$ cat config.mk
export PLATFORM = sky130hd
export DESIGN_NAME = eeshd_loader
export DESIGN_NICKNAME = d
export VERILOG_FILES = /design/src/rtl/eeshd_pkg.sv /design/src/rtl/eeshd_store.sv /design/src/rtl/eeshd_walker.sv /design/src/rtl/eeshd_ctrl.sv /design/src/rtl/eeshd_loader.sv
export SDC_FILE = /design/constraint.sdc
export NUM_CORES = 2
export LEC_CHECK = 0
export ABC_AREA = 1
export BUFFER_PORTS_ARGS = -buffer_cell sky130_fd_sc_hd__buf_4
export CAP_MARGIN = 30
export CORE_AREA = 3 3 325 327
export CTS_CLUSTER_SIZE = 8
export DETAILED_ROUTE_END_ITERATION = 16
export DIE_AREA = 0 0 328 330
export PLACE_DENSITY = 0.69
export SETUP_SLACK_MARGIN = 0.2
export SLEW_MARGIN = 40
export SYNTH_ARGS = -nofsm -noshare
export SYNTH_HDL_FRONTEND = slang
export SYNTH_SLANG_ARGS = --single-unit
export TNS_END_PERCENT = 100
$ cat constraint.sdc
create_clock -name clk -period 69.5 [get_ports clk]
set_input_delay 3.475 -clock clk [delete_from_list [all_inputs] [get_ports clk]]
set_output_delay 3.475 -clock clk [all_outputs]
set_load 0.01 [all_outputs]
$ cat src/rtl/eeshd_pkg.sv
package eeshd_pkg;

  typedef enum logic [2:0] {
    ST_IDLE   = 3'd0,
    ST_LOAD   = 3'd1,
    ST_CHECK  = 3'd2,
    ST_SUMRD  = 3'd3,
    ST_WRITE  = 3'd4,
    ST_LKDONE = 3'd5
  } eeshd_state_e;

endpackage

$ cat src/rtl/eeshd_store.sv
module eeshd_store #(
  parameter int              WORDS     = 64,
  parameter int              DW        = 16,
  parameter int              AW        = 6,
  parameter int              SIG_IDX   = 10,
  parameter logic [DW-1:0]   SIG_MASK  = 16'hC000,
  parameter logic [DW-1:0]   SIG_VALID = 16'h4000,
  parameter logic [DW-1:0]   SIG_CLEAR = 16'h0000
) (
  input  logic          clk,
  input  logic          rst_n,
  input  logic          wr_en,
  input  logic [AW-1:0] wr_addr,
  input  logic [DW-1:0] wr_data,
  input  logic [AW-1:0] rd_addr,
  output logic [DW-1:0] rd_data,
  output logic          sig_ok
);

  logic [DW-1:0] word_q [WORDS];

  for (genvar gi = 0; gi < WORDS; gi++) begin : g_word
    localparam logic [DW-1:0] RST_V = (gi == SIG_IDX) ? SIG_CLEAR : '0;
    logic          hit;
    logic [DW-1:0] q;

    assign hit = wr_en && (wr_addr == AW'(gi));

    always_ff @(posedge clk or negedge rst_n) begin
      if (!rst_n) begin
        q <= RST_V;
      end else if (hit) begin
        q <= wr_data;
      end
    end

    assign word_q[gi] = q;
  end

  assign rd_data = word_q[rd_addr];
  assign sig_ok  = (word_q[SIG_IDX] & SIG_MASK) == SIG_VALID;

endmodule

$ cat src/rtl/eeshd_walker.sv
module eeshd_walker #(
  parameter int DW = 16,
  parameter int AW = 6
) (
  input  logic          clk,
  input  logic          rst_n,
  input  logic          clr,
  input  logic          step,
  input  logic [DW-1:0] din,
  output logic [AW-1:0] idx,
  output logic [DW-1:0] sum
);

  logic [AW-1:0] idx_q, idx_d;
  logic [DW-1:0] sum_q, sum_d;

  always_comb begin
    idx_d = idx_q;
    sum_d = sum_q;
    if (clr) begin
      idx_d = '0;
      sum_d = '0;
    end else if (step) begin
      idx_d = idx_q + AW'(1);
      sum_d = sum_q + din;
    end
  end

  always_ff @(posedge clk or negedge rst_n) begin
    if (!rst_n) begin
      idx_q <= '0;
      sum_q <= '0;
    end else begin
      idx_q <= idx_d;
      sum_q <= sum_d;
    end
  end

  assign idx = idx_q;
  assign sum = sum_q;

endmodule

$ cat src/rtl/eeshd_ctrl.sv
module eeshd_ctrl
  import eeshd_pkg::*;
#(
  parameter int            WORDS     = 64,
  parameter int            DW        = 16,
  parameter int            AW        = 6,
  parameter int            SIG_IDX   = 10,
  parameter logic [DW-1:0] MAGIC     = 16'hBABA,
  parameter logic [DW-1:0] SIG_CLEAR = 16'h0000
) (
  input  logic          clk,
  input  logic          rst_n,
  input  logic          load_req,
  input  logic          upd_req,
  input  logic          lk_req,
  input  logic          lk_oor,
  input  logic          sig_ok,
  input  logic          mem_done,
  input  logic [DW-1:0] mem_rdata,
  input  logic [AW-1:0] cnt,
  input  logic [DW-1:0] sum,
  output eeshd_state_e  state,
  output logic          walk_clr,
  output logic          walk_step,
  output logic          st_we,
  output logic [AW-1:0] st_addr,
  output logic [DW-1:0] st_data,
  output logic          lk_ready,
  output logic          lk_serve,
  output logic          busy,
  output logic          csum_err,
  output logic          sig_err,
  output logic          mem_req,
  output logic          mem_we,
  output logic [AW-1:0] mem_addr,
  output logic [DW-1:0] mem_wdata
);

  localparam logic [AW-1:0] LAST_LOAD = AW'(WORDS - 1);
  localparam logic [AW-1:0] LAST_SUM  = AW'(WORDS - 2);
  localparam logic [AW-1:0] SIG_A     = AW'(SIG_IDX);

  eeshd_state_e state_q, state_d;
  logic         from_lk_q, from_lk_d;
  logic         csum_err_q, csum_err_d;
  logic         sig_err_q, sig_err_d;
  logic         idle_free;
  logic         sum_pass;

  assign idle_free = (state_q == ST_IDLE) && !load_req && !upd_req;
  assign sum_pass  = (sum == MAGIC);

  always_comb begin
    state_d    = state_q;
    from_lk_d  = from_lk_q;
    csum_err_d = csum_err_q;
    sig_err_d  = sig_err_q;
    walk_clr   = 1'b0;
    walk_step  = 1'b0;
    st_we      = 1'b0;
    st_addr    = cnt;
    st_data    = mem_rdata;
    unique case (state_q)
      ST_IDLE: begin
        if (load_req) begin
          state_d   = ST_LOAD;
          from_lk_d = 1'b0;
          walk_clr  = 1'b1;
        end else if (upd_req) begin
          state_d  = ST_SUMRD;
          walk_clr = 1'b1;
        end else if (lk_req && !lk_oor && !sig_ok) begin
          state_d   = ST_LOAD;
          from_lk_d = 1'b1;
          walk_clr  = 1'b1;
        end
      end
      ST_LOAD: begin
        if (mem_done) begin
          walk_step = 1'b1;
          st_we     = 1'b1;
          if (cnt == LAST_LOAD) begin
            state_d = ST_CHECK;
          end
        end
      end
      ST_CHECK: begin
        csum_err_d = !sum_pass;
        sig_err_d  = sum_pass && !sig_ok;
        if (!sum_pass) begin
          st_we   = 1'b1;
          st_addr = SIG_A;
          st_data = SIG_CLEAR;
        end
        state_d = from_lk_q ? ST_LKDONE : ST_IDLE;
      end
      ST_SUMRD: begin
        if (mem_done) begin
          walk_step = 1'b1;
          if (cnt == LAST_SUM) begin
            state_d = ST_WRITE;
          end
        end
      end
      ST_WRITE: begin
        if (mem_done) begin
          st_we   = 1'b1;
          st_addr = SIG_A;
          st_data = SIG_CLEAR;
          state_d = ST_IDLE;
        end
      end
      ST_LKDONE: begin
        from_lk_d = 1'b0;
        state_d   = ST_IDLE;
      end
      default: begin
        state_d = ST_IDLE;
      end
    endcase
  end

  always_ff @(posedge clk or negedge rst_n) begin
    if (!rst_n) begin
      state_q    <= ST_IDLE;
      from_lk_q  <= 1'b0;
      csum_err_q <= 1'b0;
      sig_err_q  <= 1'b0;
    end else begin
      state_q    <= state_d;
      from_lk_q  <= from_lk_d;
      csum_err_q <= csum_err_d;
      sig_err_q  <= sig_err_d;
    end
  end

  always_comb begin
    lk_ready = 1'b0;
    if (state_q == ST_LKDONE) begin
      lk_ready = 1'b1;
    end else if (idle_free && lk_req && (lk_oor || sig_ok)) begin
      lk_ready = 1'b1;
    end
  end

  assign lk_serve  = lk_ready && !lk_oor && sig_ok;
  assign state     = state_q;
  assign busy      = (state_q != ST_IDLE);
  assign csum_err  = csum_err_q;
  assign sig_err   = sig_err_q;
  assign mem_req   = (state_q == ST_LOAD) || (state_q == ST_SUMRD) || (state_q == ST_WRITE);
  assign mem_we    = (state_q == ST_WRITE);
  assign mem_addr  = (state_q == ST_WRITE) ? LAST_LOAD : cnt;
  assign mem_wdata = (state_q == ST_WRITE) ? (MAGIC - sum) : '0;

endmodule

$ cat src/rtl/eeshd_loader.sv
module eeshd_loader
  import eeshd_pkg::*;
#(
  parameter int            WORDS     = 64,
  parameter int            DW        = 16,
  parameter logic [DW-1:0] MAGIC     = 16'hBABA,
  parameter int            SIG_IDX   = 10,
  parameter logic [DW-1:0] SIG_MASK  = 16'hC000,
  parameter logic [DW-1:0] SIG_VALID = 16'h4000,
  parameter logic [DW-1:0] SIG_CLEAR = 16'h0000,
  localparam int           AW        = $clog2(WORDS),
  localparam int           IW        = AW + 1
) (
  input  logic          clk,
  input  logic          rst_n,
  input  logic          load_req,
  input  logic          upd_req,
  input  logic          lk_req,
  input  logic [IW-1:0] lk_idx,
  output logic          lk_ready,
  output logic [DW-1:0] lk_data,
  output logic          img_valid,
  output logic          busy,
  output logic          csum_err,
  output logic          sig_err,
  output logic          mem_req,
  output logic          mem_we,
  output logic [AW-1:0] mem_addr,
  output logic [DW-1:0] mem_wdata,
  input  logic [DW-1:0] mem_rdata,
  input  logic          mem_done
);

  logic [1:0]    rst_sync_q;
  logic          rst_q;
  eeshd_state_e  state;
  logic          walk_clr, walk_step;
  logic [AW-1:0] cnt;
  logic [DW-1:0] sum;
  logic          st_we;
  logic [AW-1:0] st_addr;
  logic [DW-1:0] st_data;
  logic [DW-1:0] st_rd;
  logic          sig_ok;
  logic          lk_oor;
  logic          lk_serve;

  always_ff @(posedge clk or negedge rst_n) begin
    if (!rst_n) begin
      rst_sync_q <= 2'b00;
    end else begin
      rst_sync_q <= {rst_sync_q[0], 1'b1};
    end
  end
  assign rst_q = rst_sync_q[1];

  assign lk_oor = (lk_idx >= IW'(WORDS));

  eeshd_store #(
    .WORDS(WORDS), .DW(DW), .AW(AW), .SIG_IDX(SIG_IDX),
    .SIG_MASK(SIG_MASK), .SIG_VALID(SIG_VALID), .SIG_CLEAR(SIG_CLEAR)
  ) u_store (
    .clk    (clk),
    .rst_n  (rst_q),
    .wr_en  (st_we),
    .wr_addr(st_addr),
    .wr_data(st_data),
    .rd_addr(lk_idx[AW-1:0]),
    .rd_data(st_rd),
    .sig_ok (sig_ok)
  );

  eeshd_walker #(.DW(DW), .AW(AW)) u_walker (
    .clk  (clk),
    .rst_n(rst_q),
    .clr  (walk_clr),
    .step (walk_step),
    .din  (mem_rdata),
    .idx  (cnt),
    .sum  (sum)
  );

  eeshd_ctrl #(
    .WORDS(WORDS), .DW(DW), .AW(AW), .SIG_IDX(SIG_IDX),
    .MAGIC(MAGIC), .SIG_CLEAR(SIG_CLEAR)
  ) u_ctrl (
    .clk      (clk),
    .rst_n    (rst_q),
    .load_req (load_req),
    .upd_req  (upd_req),
    .lk_req   (lk_req),
    .lk_oor   (lk_oor),
    .sig_ok   (sig_ok),
    .mem_done (mem_done),
    .mem_rdata(mem_rdata),
    .cnt      (cnt),
    .sum      (sum),
    .state    (state),
    .walk_clr (walk_clr),
    .walk_step(walk_step),
    .st_we    (st_we),
    .st_addr  (st_addr),
    .st_data  (st_data),
    .lk_ready (lk_ready),
    .lk_serve (lk_serve),
    .busy     (busy),
    .csum_err (csum_err),
    .sig_err  (sig_err),
    .mem_req  (mem_req),
    .mem_we   (mem_we),
    .mem_addr (mem_addr),
    .mem_wdata(mem_wdata)
  );

  assign lk_data   = lk_serve ? st_rd : '0;
  assign img_valid = !busy && sig_ok;

endmodule

* Word level (Yosys, flattened, before mapping) *
Index checks and enable logic that the tools add are counted.

storage, ports and cells
  register bits after elaboration = 1054
  input bits = 29
  output and inout bits = 45
  logic and storage cells = 289

operators by class
  $add $sub $neg = 3
  $lt $le $gt $ge = 2
  equal/unequal tests = 80
  mux-type cells = 40
  bitwise operators = 1
  reduce and logical (&&, ||, !) cells = 92

operator list
  operator                                                  count
  == test 6 bit, second input constant                      34
  two-way mux 16 bit                                        8
  binary-select mux 16 bit (select 6 bit)                   1
  == test 6 x 5 -> 1 bit, second input constant             16
  logical AND 1 bit                                         74
  == test 6 x 4 -> 1 bit, second input constant             8
  case mux 16 bit (2 select lines)                          1
  two-way mux 6 bit                                         5
  two-way mux 3 bit                                         9
  == test 6 x 3 -> 1 bit, second input constant             4
  adder 16 bit                                              1
  == test 16 bit, second input constant                     1
  subtractor 16 bit, first input constant                   1
  case mux 3 bit (5 select lines)                           1
  greater-or-equal comparator 7 bit, second input constant  2
  == test 6 x 2 -> 1 bit, second input constant             2
  two-way mux 1 bit                                         12
  case mux 6 bit (2 select lines)                           1
  inverter 6 -> 7 bit                                       1
  adder 6 x 1 -> 6 bit, second input constant               1
  == test 3 x 2 -> 1 bit, second input constant             2
  == test 3 bit, second input constant                      2
  == test 6 x 1 -> 1 bit, second input constant             1
  logical NOT 1 bit                                         6
  other kinds (15)                                          24

* Longest topological paths before layout *
  word-level depth = 10
  mapped depth = 14
  gate-level depth less buffers = 11

* Hierarchy *
From an unflattened synthesis, not the netlist that was laid out.

unflattened totals
  cell total of the unflattened synthesis = 6440
  area, all modules = 50114.3 um^2

by module, submodules not included
  module        times used  cells each  area each (um^2)  sequential area each (um^2)
  eeshd_store   1           5871        46632.2           25624.6
  eeshd_walker  1           276         1838.0            550.5
  eeshd_ctrl    1           253         1415.1            150.1
  eeshd_loader  1           40          229.0             50.0

* Worst setup path after synthesis *
Ideal clock, no wire load.

  path type = input -> output
  from = input port lk_idx[0]
  to = output port lk_data[14]
  arrival time = 4982 ps
  required time = 66025 ps
  slack = 61043 ps
  cell stages on the path = 13
  path buffers = 3
  path through = clkbuf_1 clkbuf_1 clkbuf_1 nand2_1 nand3_1 nand3_1 nand2_1 nand2_1 nand3_1 nand2_1 nand2_1 nand2_1 nor2_1

on the way
  word-level cells in the longest chain between the ends = 8
  elaborated cells on any way between the ends = 13
  those cells by class = order compare (1); mux (6); bitwise (1); reduce/logical (5)

ends and longest elaborated chain
  what                               line                 RTL
  start, declared                    eeshd_loader.sv:19   input logic [IW-1:0] lk_idx,
  greater-or-equal comparator 7 bit  eeshd_loader.sv:57   assign lk_oor = (lk_idx >= IW'(WORDS));
  logical OR 1 bit                   eeshd_ctrl.sv:141    end else if (idle_free && lk_req && (lk_oor || sig_ok)) begin
  logical AND 1 bit                  eeshd_ctrl.sv:141
  two-way mux 1 bit                  eeshd_ctrl.sv:141
  two-way mux 1 bit                  eeshd_ctrl.sv:139    if (state_q == ST_LKDONE) begin
  logical AND 1 bit (2 in a row)     eeshd_ctrl.sv:146    assign lk_serve = lk_ready && !lk_oor && sig_ok;
  two-way mux 16 bit *               eeshd_loader.sv:115  assign lk_data = lk_serve ? st_rd : '0;
  end, declared                      eeshd_loader.sv:21   output logic [DW-1:0] lk_data,

Mark *: on every way between the ends. The rest lies on a longest branch, timed or not. The select of a mux whose other input is x is not followed.

* Worst setup path in the final report *
  from = input port lk_idx[0]
  to = output port lk_data[6]

Same word-level chain as after synthesis.

==> metrics.log <==
[metrics] outcome: finished clean
[metrics] required time of the critical path: 66.02 ns
[metrics] Std-Cell Core Area: 0.103 mm²
[metrics] Synth Instances: 7613
[metrics] arrival time at the worst endpoint: 7.68 ns
[metrics] Max IR drop VDD: 23.5 µV
[metrics] worst min path class: reg -> async
[metrics] Setup crit start kind: primary input
[metrics] DP HPWL: 113000 µm
[metrics] clock skew: 0.0217 ns
[metrics] total I/O pin count: 74
[metrics] Pleak: 0.0311 µW
[metrics] depth of the CTS H-tree: 4
[metrics] worst slew pin tran: 1.00 ns
[metrics] number of antenna violations at the first check in global routing: 4
[metrics] fraction of the yosys area taken by sequential cells: 48.4%
[metrics] final weighted congestion of routability-driven global placement: 1.00
[metrics] sink count of the clock tree: 1054
[metrics] Tcrit/Tclk final: 16.0%
[metrics] share of the synthesized area in the top cell type: 48.4%
[metrics] critical path class: in -> out
[metrics] final critical-path required period: 11.15 ns
[metrics] Fmax: 89.7 MHz
[metrics] Die Outline Area: 0.108 mm²
[metrics] per-instance average area after synthesis: 7.16 µm²
[metrics] wire length of the first global-routing pass: 301000 µm
[metrics] total CTS buffers: 150
[metrics] Final Max Tran Viols: 0
[metrics] cell row count: 118
[metrics] Hold Buf Count CTS: 0
[metrics] hold violation count in the final report: 0
[metrics] detailed-route DRC error count: 0
[metrics] port buffer count: 73
[metrics] WL/cell: 22.6 µm
[metrics] Worst setup EP type: output pin
[metrics] top cells by area, synth: dfrtp_1, nand2_1, nand3_1
[metrics] length of the first detailed-routing pass in iterations: 10
[metrics] CTS Root Cell: clkbuf_16
[metrics] CTS max path bufs: 3
[metrics] unrepaired setup endpoints after global routing: no
[metrics] synthesis warning total: 0
[metrics] total non-filler cell area in the finished layout: 0.0597 mm²
[metrics] library cell with the largest summed area after synthesis: dfrtp_1
[metrics] setup violators final: 0
[metrics] number of library cell types mapped by synthesis: 37
[metrics] max cap viols: 0
[metrics] Syn Nets: 7662
[metrics] insertion delay of the later-clocked pin in the worst-skew pair: 0.76 ns
[metrics] via count: 51.4k
[metrics] share of layout cells above drive strength 1: 7.69%
[metrics] DRT iter0 DRCs: 7103
[metrics] maximum number of pins on one net before global-route repair: 174
[metrics] final net count: 7407
[metrics] sum of negative setup slack: 0 ns
[metrics] per-cell via count in the routed design: 5.87
[metrics] final antenna-violating net count: 0
[metrics] Routed Wire Length: 198000 µm
[metrics] gr ovfl total: 0
[metrics] Syn Std Cell Area: 0.0545 mm²
[metrics] CTS tree: built
[metrics] Reg clk slew, reported paths: 0.05 ns
[metrics] number of setup buffers added after CTS: 0
[metrics] initial core utilization: 52.8%
[metrics] cts repair resizes: 0
[metrics] GRT Overall Usage: 36.5%
[metrics] number of register bits inferred by synthesis: 1054
[metrics] Die Ht: 330 µm
[metrics] max-slew headroom at the worst pin: 33.2%
[metrics] largest fanout on the critical path: 107
[metrics] post-placement cell area: 0.0555 mm²
[metrics] synth-to-layout area growth: 9.46%
[metrics] die width: 328 µm
[metrics] Power per Cell Area: 33.6 mW/mm²
[metrics] number of global-route vias before repair: 48.2k
[critical path: stages]
cell and delay [ns]:
buf_8 0.50, buf_4 0.55, buf_4 0.70, buf_4 0.70, or2_2 0.22, nand3_1 0.06
nand2_1 0.10, nand2_1 0.05, nand3_1 0.15, nand3_1 0.09, nand2_1 0.08, nor2_1 0.05
nor2_1 0.58, buf_4 0.24
[final timing paths]
| path | start | end | slack [ns] | cells after the start |
|---|---|---|---|---|
| hold reg to reg | rst_sync_q[1]$_DFF_PN0_ | u_store.g_word[62].q[13]$_DFFE_PN0P_ | 0.36 | 0 |
| min in group clk | rst_sync_q[0]$_DFF_PN0_ | rst_sync_q[1]$_DFF_PN0_ | 0.36 | 0 |
| setup reg to reg | u_ctrl.state[1]$_DFFE_PN0P_ | u_store.g_word[3].q[15]$_DFFE_PN0P_ | 64.86 | 11 |
| setup / recovery | lk_idx[0] | lk_data[6] | 58.35 | 14 |
| hold / removal | rst_sync_q[1]$_DFF_PN0_ | u_store.g_word[62].q[13]$_DFFE_PN0P_ | 0.36 | 0 |
| max in group asynchronous | rst_sync_q[1]$_DFF_PN0_ | u_store.g_word[6].q[5]$_DFFE_PN0P_ | 66.01 | 6 |
[logic make-up (layout without fill, tap and decap cells)]
family	after synthesis	count (layout)	share of synthesized area, %
AO/OA/AOI/OAI	476	476	4.57
XOR/XNOR	5	5	0.0803
adder cells (fa/ha/maj)	20	20	0.473
buffers and inverters	1162	922	8.52
flip-flops	1054	1054	48.4
other	1	2	0.00688
AND/OR/NAND/NOR	4895	4895	38.0
[stage by stage]
stage / total power (µW) / hold WS [ns] / cells / util (%) / worst slack, ns
after floorplan: 1150 / 0.331 / 7613 / - / 37.94
after global placement: 1320 / 0.342 / 8578 / 53.6 / 58.37
after detailed placement: 1340 / 0.336 / 8582 / 53.8 / 58.31
after CTS: 1990 / 0.359 / 8749 / 57.7 / 58.30
after global routing: 2100 / 0.366 / 8753 / 57.8 / 58.15
final: 2010 / 0.356 / 8754 / 57.8 / 58.35
[Yosys cell counts (all sizes together)]
master / n
xor2: 1
nand4: 8
nor3b: 1
ha: 19
clkbuf: 397
o21bai: 1
o22ai: 9
buf: 194
nand2: 3092
nand3: 1513
dfrtp: 1054
xnor2: 4
a21oi: 48
inv: 553
conb: 1
nor2: 124
a21o: 3
o21ai: 384
a32o: 1
a41oi: 1
or2: 146
clkinv: 18
nor3: 11
a31oi: 3
o31ai: 1
o211ai: 25
fa: 1
[report_power, final]
| part | internal [µW] | total (µW) | switching (µW) |
|---|---|---|---|
| registers | 728 | 796 | 67.7 |
| logic | 142 | 552 | 410 |
| clock network | 391 | 659 | 268 |
[registers in the layout, summed over array words and instances (netlist names)]
register,cells
u_ctrl.from_lk_q,1
u_ctrl.sig_err,1
u_store.g_word.q,1024
u_walker.sum,16
u_walker.idx,6
u_ctrl.csum_err,1
rst_sync_q,2
u_ctrl.state,3
[final cells by class]
cell class | instances | area [µm²]
diodes | 1 | 2.50
inverters | 571 | 2170
clock inverters | 10 | 120
clock buffers | 157 | 3880
repair buffers | 184 | 1680
fillers | 9653 | 43500
well taps | 1380 | 1730
multi-input cells | 5397 | 23700
flip-flops and latches | 1054 | 26400
[routing by layer]
metal,vias to the layer above,global-route usage [%],share of wire (%)
li1,23400,-,-
met1,24800,48.7,40
met2,2702,54.3,44
met3,545,8.83,11
met4,2,21.1,6.2
met5,-,0,0.0066
[layout by cell type, fill, tap and decap left out, drive strengths merged, types with 25 or more instances in the layout]
master / instances
nand3: 1513
inv: 570
buf: 184
or2: 146
dfrtp: 1054
o21ai: 384
nand2: 3092
o211ai: 25
clkbuf: 157
a21oi: 48
nor2: 124
Note: power is estimated with default switching activity, not from simulation.
